$ cat config.mk
export PLATFORM = sky130hd
export DESIGN_NAME = supply_reset_ctrl
export DESIGN_NICKNAME = d
export VERILOG_FILES = /design/src/rtl/supply_reset_pkg.sv /design/src/rtl/sr_sync2.sv /design/src/rtl/sr_hold_fsm.sv /design/src/rtl/sr_prog_fsm.sv /design/src/rtl/supply_reset_ctrl.sv
export SDC_FILE = /design/constraint.sdc
export NUM_CORES = 1
export LEC_CHECK = 0
export ABC_AREA = 1
export CORE_ASPECT_RATIO = 0.8
export CORE_UTILIZATION = 45
export CTS_CLUSTER_DIAMETER = 200
export DETAILED_ROUTE_END_ITERATION = 8
export DONT_BUFFER_PORTS = 1
export SYNTH_ARGS = -nofsm -noshare
export SYNTH_HDL_FRONTEND = slang
export SYNTH_HIERARCHICAL = 1
export SYNTH_SLANG_ARGS = --single-unit
$ cat constraint.sdc
create_clock -name clk -period 1.25 [get_ports clk]
set_input_delay 0.1875 -clock clk [delete_from_list [all_inputs] [get_ports clk]]
set_output_delay 0.1875 -clock clk [all_outputs]
set_load 0.01 [all_outputs]
$ cat src/rtl/supply_reset_pkg.sv
package supply_reset_pkg;

    typedef enum logic [1:0] {
        HS_LOW,
        HS_COUNT,
        HS_RUN
    } hold_state_t;

    typedef enum logic [1:0] {
        PS_WAIT,
        PS_IDLE,
        PS_ARMED,
        PS_ABORT
    } prog_state_t;

    typedef enum logic [1:0] {
        REQ_NONE,
        REQ_SET,
        REQ_RESTORE
    } req_kind_t;

    typedef struct packed {
        logic wp;
        logic sck;
        logic sck_hv;
        logic si_hv;
    } pin_vec_t;

    function automatic req_kind_t classify(input pin_vec_t p);
        if (p.wp && p.sck_hv && p.si_hv) begin
            return REQ_SET;
        end else if (p.wp && p.sck && !p.sck_hv && p.si_hv) begin
            return REQ_RESTORE;
        end
        return REQ_NONE;
    endfunction

endpackage

$ cat src/rtl/sr_sync2.sv
module sr_sync2 #(
    parameter int WIDTH = 1
) (
    input  logic             clk,
    input  logic             rst_n,
    input  logic [WIDTH-1:0] d_i,
    output logic [WIDTH-1:0] q_o
);
    for (genvar g = 0; g < WIDTH; g++) begin : g_bit
        logic meta_q;
        logic sync_q;

        always_ff @(posedge clk or negedge rst_n) begin
            if (!rst_n) begin
                meta_q <= 1'b0;
                sync_q <= 1'b0;
            end else begin
                meta_q <= d_i[g];
                sync_q <= meta_q;
            end
        end

        assign q_o[g] = sync_q;
    end
endmodule

$ cat src/rtl/sr_hold_fsm.sv
module sr_hold_fsm
    import supply_reset_pkg::*;
#(
    parameter int HOLD_CYCLES = 25_000_000
) (
    input  logic clk,
    input  logic rst_n,
    input  logic ok_s,
    output logic rst_active_o
);
    localparam int CW = $clog2(HOLD_CYCLES + 1);
    localparam logic [CW-1:0] LAST = CW'(HOLD_CYCLES - 1);

    hold_state_t state_q, state_d;
    logic [CW-1:0] cnt_q;
    logic rst_q;

    always_comb begin
        state_d = state_q;
        unique case (state_q)
            HS_LOW:   if (ok_s) state_d = HS_COUNT;
            HS_COUNT: if (!ok_s) state_d = HS_LOW;
                      else if (cnt_q == LAST) state_d = HS_RUN;
            HS_RUN:   if (!ok_s) state_d = HS_LOW;
            default:  state_d = HS_LOW;
        endcase
    end

    always_ff @(posedge clk or negedge rst_n) begin
        if (!rst_n) begin
            state_q <= HS_LOW;
            cnt_q   <= '0;
        end else begin
            state_q <= state_d;
            if (state_q == HS_COUNT && ok_s) cnt_q <= cnt_q + 1'b1;
            else                             cnt_q <= '0;
        end
    end

    always_ff @(posedge clk or negedge rst_n) begin
        if (!rst_n) rst_q <= 1'b1;
        else        rst_q <= (state_q != HS_RUN);
    end

    assign rst_active_o = rst_q;

    p_drop_asserts_r4: assert property (@(posedge clk) disable iff (!rst_n)
        !ok_s |=> ##1 rst_q);

    p_release_needs_good_r2: assert property (@(posedge clk) disable iff (!rst_n)
        $fell(rst_q) |-> ($past(ok_s, 1) && $past(ok_s, 2)));
endmodule

$ cat src/rtl/sr_prog_fsm.sv
module sr_prog_fsm
    import supply_reset_pkg::*;
(
    input  logic     clk,
    input  logic     rst_n,
    input  logic     cs_s,
    input  pin_vec_t pins_s,
    output logic     set_o,
    output logic     restore_o
);
    prog_state_t state_q, state_d;
    pin_vec_t    held_q;
    req_kind_t   held_kind;
    logic        same;
    logic        set_q, restore_q;

    assign held_kind = classify(held_q);
    assign same      = (pins_s == held_q);

    always_comb begin
        state_d = state_q;
        unique case (state_q)
            PS_WAIT:  if (cs_s) state_d = PS_IDLE;
            PS_IDLE:  if (!cs_s) state_d = (classify(pins_s) != REQ_NONE) ? PS_ARMED : PS_ABORT;
            PS_ARMED: if (!same) state_d = PS_ABORT;
                      else if (cs_s) state_d = PS_IDLE;
            PS_ABORT: if (cs_s) state_d = PS_IDLE;
            default:  state_d = PS_WAIT;
        endcase
    end

    always_ff @(posedge clk or negedge rst_n) begin
        if (!rst_n) begin
            state_q <= PS_WAIT;
            held_q  <= '0;
        end else begin
            state_q <= state_d;
            if (state_q == PS_IDLE && !cs_s) held_q <= pins_s;
        end
    end

    always_ff @(posedge clk or negedge rst_n) begin
        if (!rst_n) begin
            set_q     <= 1'b0;
            restore_q <= 1'b0;
        end else begin
            set_q     <= (state_q == PS_ARMED) && cs_s && same && (held_kind == REQ_SET);
            restore_q <= (state_q == PS_ARMED) && cs_s && same && (held_kind == REQ_RESTORE);
        end
    end

    assign set_o     = set_q;
    assign restore_o = restore_q;

    p_exclusive_r11: assert property (@(posedge clk) disable iff (!rst_n)
        !(set_q && restore_q));

    p_set_single_r11: assert property (@(posedge clk) disable iff (!rst_n)
        set_q |=> !set_q);

    p_restore_single_r11: assert property (@(posedge clk) disable iff (!rst_n)
        restore_q |=> !restore_q);

    p_pulse_on_cs_high_r6: assert property (@(posedge clk) disable iff (!rst_n)
        (set_q || restore_q) |-> $past(cs_s));

    p_abort_r9: assert property (@(posedge clk) disable iff (!rst_n)
        (state_q == PS_ARMED && !same) |=> (!set_q && !restore_q));
endmodule

$ cat src/rtl/supply_reset_ctrl.sv
module supply_reset_ctrl
    import supply_reset_pkg::*;
#(
    parameter int HOLD_CYCLES = 25_000_000,
    parameter bit ACTIVE_LOW  = 1'b1
) (
    input  logic clk,
    input  logic rst_n,
    input  logic supply_ok_i,
    input  logic cs_n_i,
    input  logic wp_i,
    input  logic sck_i,
    input  logic sck_hv_i,
    input  logic si_hv_i,
    output logic rst_out_o,
    output logic trip_set_o,
    output logic trip_restore_o
);
    localparam int NSYNC = 6;

    logic [NSYNC-1:0] raw, synced;
    pin_vec_t pins_s;
    logic rst_active;

    assign raw = {supply_ok_i, cs_n_i, wp_i, sck_i, sck_hv_i, si_hv_i};

    sr_sync2 #(.WIDTH(NSYNC)) u_sync (
        .clk   (clk),
        .rst_n (rst_n),
        .d_i   (raw),
        .q_o   (synced)
    );

    assign pins_s = '{wp: synced[3], sck: synced[2], sck_hv: synced[1], si_hv: synced[0]};

    sr_hold_fsm #(.HOLD_CYCLES(HOLD_CYCLES)) u_hold (
        .clk          (clk),
        .rst_n        (rst_n),
        .ok_s         (synced[5]),
        .rst_active_o (rst_active)
    );

    sr_prog_fsm u_prog (
        .clk       (clk),
        .rst_n     (rst_n),
        .cs_s      (synced[4]),
        .pins_s    (pins_s),
        .set_o     (trip_set_o),
        .restore_o (trip_restore_o)
    );

    if (ACTIVE_LOW) begin : g_low
        assign rst_out_o = ~rst_active;
    end else begin : g_high
        assign rst_out_o = rst_active;
    end
endmodule

==> metrics.txt <==
Async S/R FF share, synth=100%; Starting Density=47.7%; final hold violations=48; internal power=approximately 2.6 mW; pin count of the biggest net entering global routing=49; RSZ-0062 raised after global routing=yes; first-pass GRT wire length=8.13 mm; switching part of the total=28.0%; die area=0.00573 mm²; Clock Skews=3.78 ps; dominant synthesized flop cell=dfrtp_1; top cell family by delay on the critical path=flip-flops; FMAX=743 MHz; Vias=1,946; CTS H-Tree Depth=2; multi-input logic area=0.00116 mm²; worst hold margin=-435 ps; Ant. Diodes=0; post-route cell area=0.00300 mm²; sequential fraction of the synthesis area=49.2%; Synth Area in Simple Gates=34.5%; Max FO, Critical Path=4; CP Capture Type=flop; layout cells sized above 1=28.4%; Compound-Gate Fraction of Synth Area=3.94%; power density over the cells=1220 mW/mm²; net switching power=1.02 mW; EDFF count, synth=0; startpoint types=flop; Pwr Total=3.65 mW; critical path, cell by cell=ha_2, nand2_2, inv_2, nand2_4, nor2_4, buf_4, buf_6, nor2_4, nor2_2; post-synthesis adder-cell area fraction=2.05%; number of synthesized register bits=48; drt drc=4; status=complete, but fails checks; clock power share=33.0%; Reg area=0.00121 mm²; Clock Path Buffers=2; post-synth top area cell=dfrtp_1; main combinational cell family by area after synthesis=simple AND/OR/NAND/NOR gates; slew margin rel.=86.7%; initial antenna violation count=0; cts hold-fix bufs=6; Post-DP Area=0.00258 mm²; XOR/XNOR Fraction of Synth Area=2.15%; CTS sink count=48; placer congestion estimate=0.828; max cap viols=0; Worst-path clk slew=90 ps; Worst-Skew Late Latency=~300 ps; number of global-route vias before repair=1,710; sequential share of power=approximately 49%; CTS tree=done; CP most frequent cell=nor2_4; Post-Syn Area=0.00244 mm²; logic gate share of total power=18.5%; I/O pins=11; TritonCTS Buffers=5; Syn Inst Count=310; Final HPWL DP=3.50 mm; final setup vio count=12; port buffer count=0; Worst Setup Slack, final=-95.0 ps; Max IR drop VDD=688 µV; post-synthesis mux area share=0%; slowest stage delay, CP=400 ps; CP Class=reg -> reg; Clk Tree Root Cell=clkbuf_8; filler instances=481; CP required=1450 ps; Leak=1.40 nW; crit share post-route=108%; syn_nets=around 320; Synthesis Warnings=6; Nets=356; area delta synth->final=22.7%; Worst Hold Class=in -> async; Crit path buffers/inverters=3; most frequent cells after synthesis=85 x nand2_1, 55 x nor2_1, 47 x dfrtp_1, 33 x inv_1, 13 x nand3_1; end-of-flow core utilization=58.6%; Tmin final=about 1300 ps; Crit-path slowest cell=dfrtp_1; antenna viol nets, final=0; Slew Viols, Final=0; drt initial violations=approximately 120; final setup TNS=-420 ps; Die Ht=67.9 µm; Syn Area/Cell=7.89 µm²; Arrival @ worst endpoint=1550 ps; Synth top area share=approximately half; row cnt=23; Netlist cell types=26; Worst-Margin Slew=199 ps; Placeable Area=around 0.0051 mm²; routed vias/inst=4.78; drt wl/cell=12.3 µm; routed wire length=5.02 mm; TritonRoute pass-1 iters=6; failing checks=design-rule violations, negative hold slack, negative setup slack; gr ovfl total=0; Die Width=84.4 µm; most instantiated library cell after synthesis=nand2_1; Tot GR Track Use=18.8%; synth top area cells=dfrtp_1 48%, nand2_1 13%, nor2_1 8.4%, inv_1 5.1%, nor2_2 2.8%
-- through the flow --
step / setup WS (ps) / std cells
floorplan: 1.62 / 310
global placement: -58.6 / 379
detailed placement: -119 / 379
CTS: -32.4 / 398
global route: -175 / 407
finish: -95.0 / 407
-- worst reg2reg max path, delay by kind of cell (launching register included) --
kind	cells	cell delay, ps
buf+inv	3	300
flops	1	400
simple gates	5	350
fa+ha+maj	1	200
-- power groups by stage --
stage	Sequential [mW]	Clock [mW]	Combinational, mW
4_1_cts	1.77	1.22	0.598
3_5_place_dp	1.80	0	0.577
6_report	1.77	1.21	0.675
2_1_floorplan	1.78	0	0.454
5_1_grt	1.79	1.29	0.758
3_3_place_gp	1.79	0	0.565
-- layout make-up --
type | count | share of cell area [%]
sequential | 48 | 40.2
multi-input combinational | 216 | 38.7
timing repair buffer | 35 | 9.63
inverter | 38 | 4.84
clock buffer | 6 | 2.75
tap | 62 | 2.59
clock inverter | 2 | 1.29
-- state kept, by name (all words and copies together), names as in the netlist --
register             flops
u_sync/g_bit.meta_q      6
u_prog/restore_o         1
u_sync/g_bit.sync_q      6
u_prog/state_q           2
u_hold/state_q           2
u_hold/cnt_q            25
u_hold/rst_active_o      1
u_prog/set_o             1
u_prog/held_q            4
-- logic make-up after synthesis --
group | Yosys count
buffers and inverters | 46
AO/OA/AOI/OAI | 18
XOR/XNOR | 6
flip-flops | 48
AND/OR/NAND/NOR | 188
adder cells (fa/ha/maj) | 4
-- placed cells by master (no fill, tap or decap), types with 2 or more instances in the layout --
| cell | instances |
|---|---|
| nand2_1 | 79 |
| nor2_1 | 49 |
| dfrtp_1 | 44 |
| inv_1 | 30 |
| buf_4 | 26 |
| nand3_1 | 12 |
| nor2_4 | 11 |
| nand2_2 | 11 |
| nor2_2 | 11 |
| inv_2 | 7 |
| o21ai_0 | 7 |
| clkbuf_8 | 6 |
| xor2_1 | 6 |
| dlygate4sd3_1 | 6 |
| nand2_4 | 4 |
| nor3_2 | 3 |
| a21oi_1 | 3 |
| dfrtp_2 | 3 |
| buf_6 | 3 |
| ha_1 | 3 |
| nand3_2 | 2 |
| nand4_1 | 2 |
| o21ai_1 | 2 |
| o21ai_2 | 2 |
| a21oi_2 | 2 |
-- worst paths after layout --
path | startpoint | cells past startpoint | to | slack (ps)
max | u_hold/cnt_q[0] | 9 | u_hold/cnt_q[10] | -90
min reg2reg | u_sync/g_bit[2].meta_q | 0 | u_sync/g_bit[2].sync_q | 360
min | rst_n | 0 | u_sync/g_bit[5].meta_q | -440
max in group asynchronous | rst_n | 0 | u_hold/rst_active_o | 1510
min in group clk | u_sync/g_bit[2].meta_q | 0 | u_sync/g_bit[2].sync_q | 360
max reg2reg | u_hold/cnt_q[0] | 9 | u_hold/cnt_q[10] | -90
-- timing repair --
action,CTS,global route
resized for setup,5,37
setup buffers,5,9
pin swaps,4,9
hold endpoints to repair,54,48
endpoints found under the setup margin,12,26
-- routing by layer --
| metal | track usage (%) | part of all wire, % | vias up |
|---|---|---|---|
| li1 | - | - | 1011 |
| met1 | 28.6 | 55 | 889 |
| met2 | 26.6 | 41 | 42 |
| met3 | 3.98 | 3.5 | 4 |
| met4 | 5.72 | 0.96 | 0 |
| met5 | 0 | 0 | - |
Note: power is estimated with default switching activity, not from simulation.
